==> src/rtl/strobe_port_pkg.sv <==
package strobe_port_pkg;

  localparam logic [1:0] ADDR_A    = 2'd0;
  localparam logic [1:0] ADDR_B    = 2'd1;
  localparam logic [1:0] ADDR_C    = 2'd2;
  localparam logic [1:0] ADDR_CTRL = 2'd3;

  typedef struct packed {
    logic [1:0] a_mode;
    logic       a_in;
    logic       cu_in;
    logic       b_mode;
    logic       b_in;
    logic       cl_in;
  } port_cfg_t;

  localparam port_cfg_t CFG_RESET = '{a_mode: 2'b00, a_in: 1'b1, cu_in: 1'b1,
                                      b_mode: 1'b0, b_in: 1'b1, cl_in: 1'b1};

  function automatic port_cfg_t decode_mode(input logic [7:0] w);
    port_cfg_t c;
    c.a_mode = w[6:5];
    c.a_in   = w[4];
    c.cu_in  = w[3];
    c.b_mode = w[2];
    c.b_in   = w[1];
    c.cl_in  = w[0];
    return c;
  endfunction

  function automatic logic [7:0] apply_bit_cmd(input logic [7:0] cur, input logic [7:0] cmd);
    logic [7:0] nxt;
    nxt = cur;
    nxt[cmd[3:1]] = cmd[0];
    return nxt;
  endfunction

endpackage

==> src/rtl/strobe_port_sync.sv <==
module strobe_port_sync #(
  parameter int N      = 8,
  parameter int STAGES = 2
) (
  input  logic         clk,
  input  logic         rst_n,
  input  logic [N-1:0] din,
  output logic [N-1:0] lvl,
  output logic [N-1:0] rise,
  output logic [N-1:0] fall
);
  logic [N-1:0] stg [STAGES];
  logic [N-1:0] prev;

  always_ff @(posedge clk or negedge rst_n) begin
    if (!rst_n) begin
      for (int i = 0; i < STAGES; i++) stg[i] <= '1;
      prev <= '1;
    end else begin
      stg[0] <= din;
      for (int i = 1; i < STAGES; i++) stg[i] <= stg[i-1];
      prev <= stg[STAGES-1];
    end
  end

  assign lvl  = stg[STAGES-1];
  assign rise = lvl & ~prev;
  assign fall = ~lvl & prev;
endmodule

==> src/rtl/strobe_port_chan.sv <==
module strobe_port_chan #(
  parameter int DW = 8
) (
  input  logic          clk,
  input  logic          rst_n,
  input  logic          clr,
  input  logic          en,
  input  logic          dir_in,
  input  logic          stb_low,
  input  logic          stb_rise,
  input  logic          stb_fall,
  input  logic          wr_hit,
  input  logic          rd_hit,
  input  logic          inte,
  input  logic [DW-1:0] pin_in,
  output logic          full,
  output logic          intr,
  output logic [DW-1:0] cap
);
  logic req;

  always_ff @(posedge clk or negedge rst_n) begin
    if (!rst_n) begin
      full <= 1'b0;
      req  <= 1'b0;
      cap  <= '0;
    end else if (clr) begin
      full <= 1'b0;
      req  <= 1'b0;
      cap  <= '0;
    end else if (en) begin
      if (dir_in) begin
        if (rd_hit) begin
          full <= 1'b0;
          req  <= 1'b0;
        end
        if (stb_low) begin
          full <= 1'b1;
          cap  <= pin_in;
        end
        if (stb_rise && inte) req <= 1'b1;
      end else begin
        if (stb_fall) full <= 1'b0;
        if (stb_rise && inte) req <= 1'b1;
        if (wr_hit) begin
          full <= 1'b1;
          req  <= 1'b0;
        end
      end
    end
  end

  assign intr = req & inte;
endmodule

==> src/rtl/strobe_port.sv <==
module strobe_port
  import strobe_port_pkg::*;
#(
  parameter int DW          = 8,
  parameter int SYNC_STAGES = 2
) (
  input  logic          clk,
  input  logic          rst_n,
  input  logic          cs,
  input  logic          rd,
  input  logic          wr,
  input  logic [1:0]    addr,
  input  logic [DW-1:0] wdata,
  output logic [DW-1:0] rdata,
  input  logic [DW-1:0] pa_in,
  output logic [DW-1:0] pa_out,
  output logic [DW-1:0] pa_oe,
  input  logic [DW-1:0] pb_in,
  output logic [DW-1:0] pb_out,
  output logic [DW-1:0] pb_oe,
  input  logic [DW-1:0] pc_in,
  output logic [DW-1:0] pc_out,
  output logic [DW-1:0] pc_oe
);
  localparam int HALF = DW / 2;

  port_cfg_t     cfg;
  logic [DW-1:0] a_lat, b_lat, c_lat;
  logic          inte_a, inte_b;

  // named bus events
  logic host_wr, host_rd, mode_set, bit_cmd;
  logic wr_a, wr_b, wr_c, rd_a, rd_b;
  assign host_wr  = cs & wr;
  assign host_rd  = cs & rd;
  assign mode_set = host_wr && addr == ADDR_CTRL && wdata[7];
  assign bit_cmd  = host_wr && addr == ADDR_CTRL && !wdata[7];
  assign wr_a     = host_wr && addr == ADDR_A;
  assign wr_b     = host_wr && addr == ADDR_B;
  assign wr_c     = host_wr && addr == ADDR_C;
  assign rd_a     = host_rd && addr == ADDR_A;
  assign rd_b     = host_rd && addr == ADDR_B;

  logic a_strobed, b_strobed, a_in_strobed, a_out_strobed;
  assign a_strobed     = cfg.a_mode == 2'b01;
  assign b_strobed     = cfg.b_mode;
  assign a_in_strobed  = a_strobed & cfg.a_in;
  assign a_out_strobed = a_strobed & ~cfg.a_in;

  // handshake input synchroniser
  logic [DW-1:0] c_lvl, c_rise, c_fall;
  strobe_port_sync #(.N(DW), .STAGES(SYNC_STAGES)) u_sync (
    .clk(clk), .rst_n(rst_n), .din(pc_in), .lvl(c_lvl), .rise(c_rise), .fall(c_fall)
  );

  logic a_stb_low, a_stb_rise, a_stb_fall;
  assign a_stb_low  = cfg.a_in ? ~c_lvl[4] : ~c_lvl[6];
  assign a_stb_rise = cfg.a_in ? c_rise[4] : c_rise[6];
  assign a_stb_fall = cfg.a_in ? c_fall[4] : c_fall[6];

  logic          full_a, intr_a, full_b, intr_b;
  logic [DW-1:0] cap_a, cap_b;

  strobe_port_chan #(.DW(DW)) u_chan_a (
    .clk(clk), .rst_n(rst_n), .clr(mode_set), .en(a_strobed), .dir_in(cfg.a_in),
    .stb_low(a_stb_low), .stb_rise(a_stb_rise), .stb_fall(a_stb_fall),
    .wr_hit(wr_a), .rd_hit(rd_a), .inte(inte_a), .pin_in(pa_in),
    .full(full_a), .intr(intr_a), .cap(cap_a)
  );

  strobe_port_chan #(.DW(DW)) u_chan_b (
    .clk(clk), .rst_n(rst_n), .clr(mode_set), .en(b_strobed), .dir_in(cfg.b_in),
    .stb_low(~c_lvl[2]), .stb_rise(c_rise[2]), .stb_fall(c_fall[2]),
    .wr_hit(wr_b), .rd_hit(rd_b), .inte(inte_b), .pin_in(pb_in),
    .full(full_b), .intr(intr_b), .cap(cap_b)
  );

  // configuration, latches and enable bits
  logic [2:0] inte_a_pos;
  assign inte_a_pos = cfg.a_in ? 3'd4 : 3'd6;

  always_ff @(posedge clk or negedge rst_n) begin
    if (!rst_n) begin
      cfg    <= CFG_RESET;
      a_lat  <= '0;
      b_lat  <= '0;
      c_lat  <= '0;
      inte_a <= 1'b0;
      inte_b <= 1'b0;
    end else if (mode_set) begin
      cfg    <= decode_mode(wdata);
      a_lat  <= '0;
      b_lat  <= '0;
      c_lat  <= '0;
      inte_a <= 1'b0;
      inte_b <= 1'b0;
    end else begin
      if (wr_a) a_lat <= wdata;
      if (wr_b) b_lat <= wdata;
      if (wr_c) c_lat <= wdata;
      if (bit_cmd) begin
        c_lat <= apply_bit_cmd(c_lat, wdata);
        if (a_strobed && wdata[3:1] == inte_a_pos) inte_a <= wdata[0];
        if (b_strobed && wdata[3:1] == 3'd2)       inte_b <= wdata[0];
      end
    end
  end

  // port C line ownership
  logic [DW-1:0] hs_own, hs_drv, hs_val, hs_st, gen_oe, c_rd;
  always_comb begin
    hs_own = '0;
    hs_drv = '0;
    hs_val = '0;
    hs_st  = '0;
    if (a_strobed) begin
      hs_own[3] = 1'b1; hs_drv[3] = 1'b1; hs_val[3] = intr_a; hs_st[3] = intr_a;
      if (cfg.a_in) begin
        hs_own[4] = 1'b1; hs_st[4] = inte_a;
        hs_own[5] = 1'b1; hs_drv[5] = 1'b1; hs_val[5] = full_a; hs_st[5] = full_a;
      end else begin
        hs_own[6] = 1'b1; hs_st[6] = inte_a;
        hs_own[7] = 1'b1; hs_drv[7] = 1'b1; hs_val[7] = ~full_a; hs_st[7] = ~full_a;
      end
    end
    if (b_strobed) begin
      hs_own[2:0] = 3'b111;
      hs_drv[1:0] = 2'b11;
      hs_val[0]   = intr_b;
      hs_val[1]   = cfg.b_in ? full_b : ~full_b;
      hs_st[0]    = hs_val[0];
      hs_st[1]    = hs_val[1];
      hs_st[2]    = inte_b;
    end
  end

  assign gen_oe = {{(DW-HALF){~cfg.cu_in}}, {HALF{~cfg.cl_in}}};
  assign pc_oe  = (hs_own & hs_drv) | (~hs_own & gen_oe);
  assign pc_out = (hs_own & hs_val) | (~hs_own & c_lat);
  assign c_rd   = (hs_own & hs_st) | (~hs_own & ((gen_oe & c_lat) | (~gen_oe & pc_in)));

  assign pa_out = a_lat;
  assign pa_oe  = {DW{~cfg.a_in}};
  assign pb_out = b_lat;
  assign pb_oe  = {DW{~cfg.b_in}};

  always_comb begin
    rdata = '0;
    if (host_rd) begin
      unique case (addr)
        ADDR_A:  rdata = a_in_strobed ? cap_a : (cfg.a_in ? pa_in : a_lat);
        ADDR_B:  rdata = (b_strobed && cfg.b_in) ? cap_b : (cfg.b_in ? pb_in : b_lat);
        ADDR_C:  rdata = c_rd;
        default: rdata = '0;
      endcase
    end
  end
endmodule

==> config.mk <==
export PLATFORM = sky130hd
export DESIGN_NAME = strobe_port
export DESIGN_NICKNAME = d
export VERILOG_FILES = /design/src/rtl/strobe_port_pkg.sv /design/src/rtl/strobe_port_sync.sv /design/src/rtl/strobe_port_chan.sv /design/src/rtl/strobe_port.sv
export SDC_FILE = /design/constraint.sdc
export NUM_CORES = 1
export LEC_CHECK = 0
export ABC_CLOCK_PERIOD_IN_PS = 2900
export CAP_MARGIN = 20
export CORE_MARGIN = 2
export CORE_UTILIZATION = 54
export CTS_CLUSTER_DIAMETER = 40
export DETAILED_ROUTE_END_ITERATION = 8
export GPL_TIMING_DRIVEN = 0
export HOLD_SLACK_MARGIN = 0.05
export PLACE_DENSITY = 0.84
export SETUP_SLACK_MARGIN = 0.5
export SLEW_MARGIN = 30
export SYNTH_ARGS = -nofsm -noshare
export SYNTH_HDL_FRONTEND = slang
export SYNTH_SLANG_ARGS = --single-unit
export TNS_END_PERCENT = 30
==> constraint.sdc <==
create_clock -name clk -period 2.9 [get_ports clk]
set_input_delay 0.435 -clock clk [delete_from_list [all_inputs] [get_ports clk]]
set_output_delay 0.435 -clock clk [all_outputs]
set_load 0.1 [all_outputs]
==> impl_results.md, run 1 <==
- Status: finished, final reports clean
- Largest area contributor in the netlist: dfrtp_1
- # setup viols final: 0
- Chip Height: 87.4 um
- Hold Vio Cnt, Final: 0
- Row count: 30
- Syn avg cell area: 8.66 um^2
- Ratio of cells with drive above 1 in the final layout: 22.0%
- Ys Warns: 0
- Count leader, synth: nand2_1
- Overflow after GRT: 0
- First-pass GRT wire length: 17,700 um
- EDFF count, synth: 0
- Placer Congestion: 0.962
- Vias in the first global route: 3,614
- Post-layout util: 76.9%
- Post-synthesis net count: 473
- WS Path Type: register to output port
- H-tree Lvls: 3
- Area after DPL: 4860 um^2
- Dominant cells by area after synthesis: dfrtp_1 (33%), nand2_1 (10%), dfstp_2 (9.1%)
- Die area: 7640 um^2
- WP data required: 2470 ps
- Asr flop ratio synth: 100%
- CTS clk-pin slew, worst paths: 70 ps
- Worst Max-Slew Pin Slew: 975 ps
- DR DRC count: 0
- Clock sink count: 62
- Final Skew: 6.56 ps
- Vias per inst: 6.05
- Hold WS: 356 ps
- CORE AREA: 6760 um^2
- Slew headroom: 34.9%
- Antenna violations before repair: 0
- IO buf count: 90
- Tcrit/Tclk final: 93.2%
- P&R area growth vs syn: 38.2%
- N_diodes: 0
- Initial Utilization: 55.6%
- Num CTS Buffers: 9
- Clk Latency, worst-skew pair: 350 ps
- Slew Viols, Final: 0
- DR vias: 3,811
- Die Wd: 87.4 um
- All-Layer GR Usage: 30.4%
- Top Ports: 95
- Post-Syn Area: 3760 um^2
- CTS max path bufs: 2
- Clock root buffer: clkbuf_8
- Clock period minus worst slack: 2700 ps
- Worst VDD drop: 0.614 mV
- Largest net degree at the start of global routing: 47
- Filler Cells Inserted: 505
- Synth Flop Type: dfrtp_1
- Crit path max fanout: 14
- Seq cells post-synth: 62
- CTS tree: done
- WP data arrival: 2270 ps
- Power Dens Cells: 844 nW/um^2
- Fmax: 370 MHz
- Fin nets: 584
- Per-cell routed wire length: 18.2 um
- Top-area cell type share of the netlist area: 32.6%
- Sequential fraction of the synthesis area: 41.7%
- DRT antenna net count: 0
- Dpl cells: 605
- Routed Wire Length: 11,500 um
- Leakage: 0.00237 uW
- Hold Crit Class: register to register
- RSZ-0062 raised after global routing: yes
- Initial DRT Pass Iterations: 7
- DR iter-0 viols: 288
- Layout Cells excl Fill: 630
- Worst setup EP type: output port
- CP startpoint kind: register
- List of most frequent post-synthesis cells: nand2_1 (102), dfrtp_1 (49), a21oi_1 (34)
- Synth Instances: 434
- Post-route cell area: 5190 um^2
- Distinct cells, synth: 57
- DP HPWL: 8010 um
- Number of max-cap violations: 0
placed cells by master, fill, tap and decap left out, drive strengths merged, types with 2 or more instances in the layout:
cell,n
o32a,2
and3,5
clkinv,4
nand2b,2
nand2,104
a311o,8
mux2i,27
nor2b,8
o22ai,3
dfrtp,49
dfstp,13
o31ai,4
o211ai,11
mux2,6
nand3b,4
nor3,2
clkdlybuf4s50,50
nand4,2
dlymetal6s2s,12
a31oi,11
nand3,8
nor2,30
a21oi,34
o31a,3
dlygate4sd2,13
a22oi,2
nor3b,2
a211oi,3
buf,62
inv,8
clkdlybuf4s15,2
o21ai,17
nand4b,2
clkbuf,17
and2,2
power breakdown:
part | switching, uW | internal (uW)
clock network | 348 | 352
logic | 1780 | 674
registers | 149 | 1080
cells by family (layout without fill, tap and decap cells):
group           after synthesis  count (layout)  synth area share [%]
mux                          33              33                  8.99
xor+xnor                      2               2                 0.466
compound gates              106             106                  18.3
buf+inv                      55             171                  8.56
simple gates                176             176                  21.9
flops                        62              62                  41.7
stage by stage:
step | setup WS [ps] | setup TNS (ps) | power, uW
detailed placement | -711 | -5450 | 3680
CTS | 192 | 0 | 4370
finish | 199 | 0 | 4380
global placement | -692 | -33680 | 3640
global route | 135 | 0 | 4550
floorplan | 181 | 0 | 3120
flip-flops by register name, indices dropped and copies added, names as in the netlist:
| signal | flops |
|---|---|
| cfg | 6 |
| inte_b | 1 |
| u_chan_b.full | 1 |
| u_chan_a.req | 1 |
| inte_a | 1 |
| b_strobed | 1 |
| u_chan_a.cap | 8 |
| c_lat | 8 |
| u_sync.prev | 3 |
| pb_out | 8 |
| u_chan_b.req | 1 |
| u_chan_b.cap | 8 |
| u_sync.stg | 3 |
| pa_out | 8 |
| u_chan_a.full | 1 |
| u_sync.lvl | 3 |
routing by layer:
layer / wire length, um / vias to the layer above / share of wire, % / track usage, %
met5: 0 / - / 0 / 0
met4: 364 / 0 / 3.2 / 11.5
met1: 4630 / 1806 / 40 / 39.3
met3: 981 / 41 / 8.6 / 6.92
met2: 5470 / 231 / 48 / 49.7
li1: - / 1733 / - / -
worst max-delay path: stages (launching register included):
cell	delay (ps)
dfstp_2	570
clkinv_2	190
buf_4	200
clkdlybuf4s50_1	950
path summary, 6_finish.rpt:
path | start | end | slack, ps | depth (start not counted)
max | cfg[4] | pa_oe[4] | 200 | 3
min | u_sync.stg[12] | u_sync.lvl[4] | 360 | 0
max reg2reg | cfg[4] | u_chan_a.cap[7] | 1110 | 4
min reg2reg | u_sync.stg[12] | u_sync.lvl[4] | 360 | 0
max in group asynchronous | rst_n | u_sync.prev[6] | 1830 | 3
min in group asynchronous | rst_n | u_chan_b.cap[1] | 500 | 2
final cells by class:
cell class / count / area (um^2) / share of cell area, %
buffer: 46 / 315 / 6.07
clock buffer: 12 / 155 / 2.99
clock inverter: 4 / 22.5 / 0.434
inverter: 9 / 35.0 / 0.675
multi-input combinational: 317 / 1950 / 37.6
sequential: 62 / 1570 / 30.2
tap: 80 / 100 / 1.93
timing repair buffer: 100 / 1040 / 20.1
repair_timing:
action | CTS | global route
hold buffers | 1 | 0
pin swaps | 6 | 0
gates cloned | 1 | 0
setup buffers | 7 | 0
gates resized for setup | 110 | 12
setup endpoints to repair | 40 | 40
hold endpoints to repair | 16 | 0
(Power assumes the default switching activity.)
==> inputs of run 2 (changes only) <==
--- a/config.mk
+++ b/config.mk
@@ -11,6 +11,7 @@
 export CORE_UTILIZATION = 54
 export CTS_CLUSTER_DIAMETER = 40
 export DETAILED_ROUTE_END_ITERATION = 8
+export GPL_ROUTABILITY_DRIVEN = 1
 export GPL_TIMING_DRIVEN = 0
 export HOLD_SLACK_MARGIN = 0.05
 export PLACE_DENSITY = 0.84
==> results of run 2 <==
Final layout, timing and power as in run 1 (identical DEF).
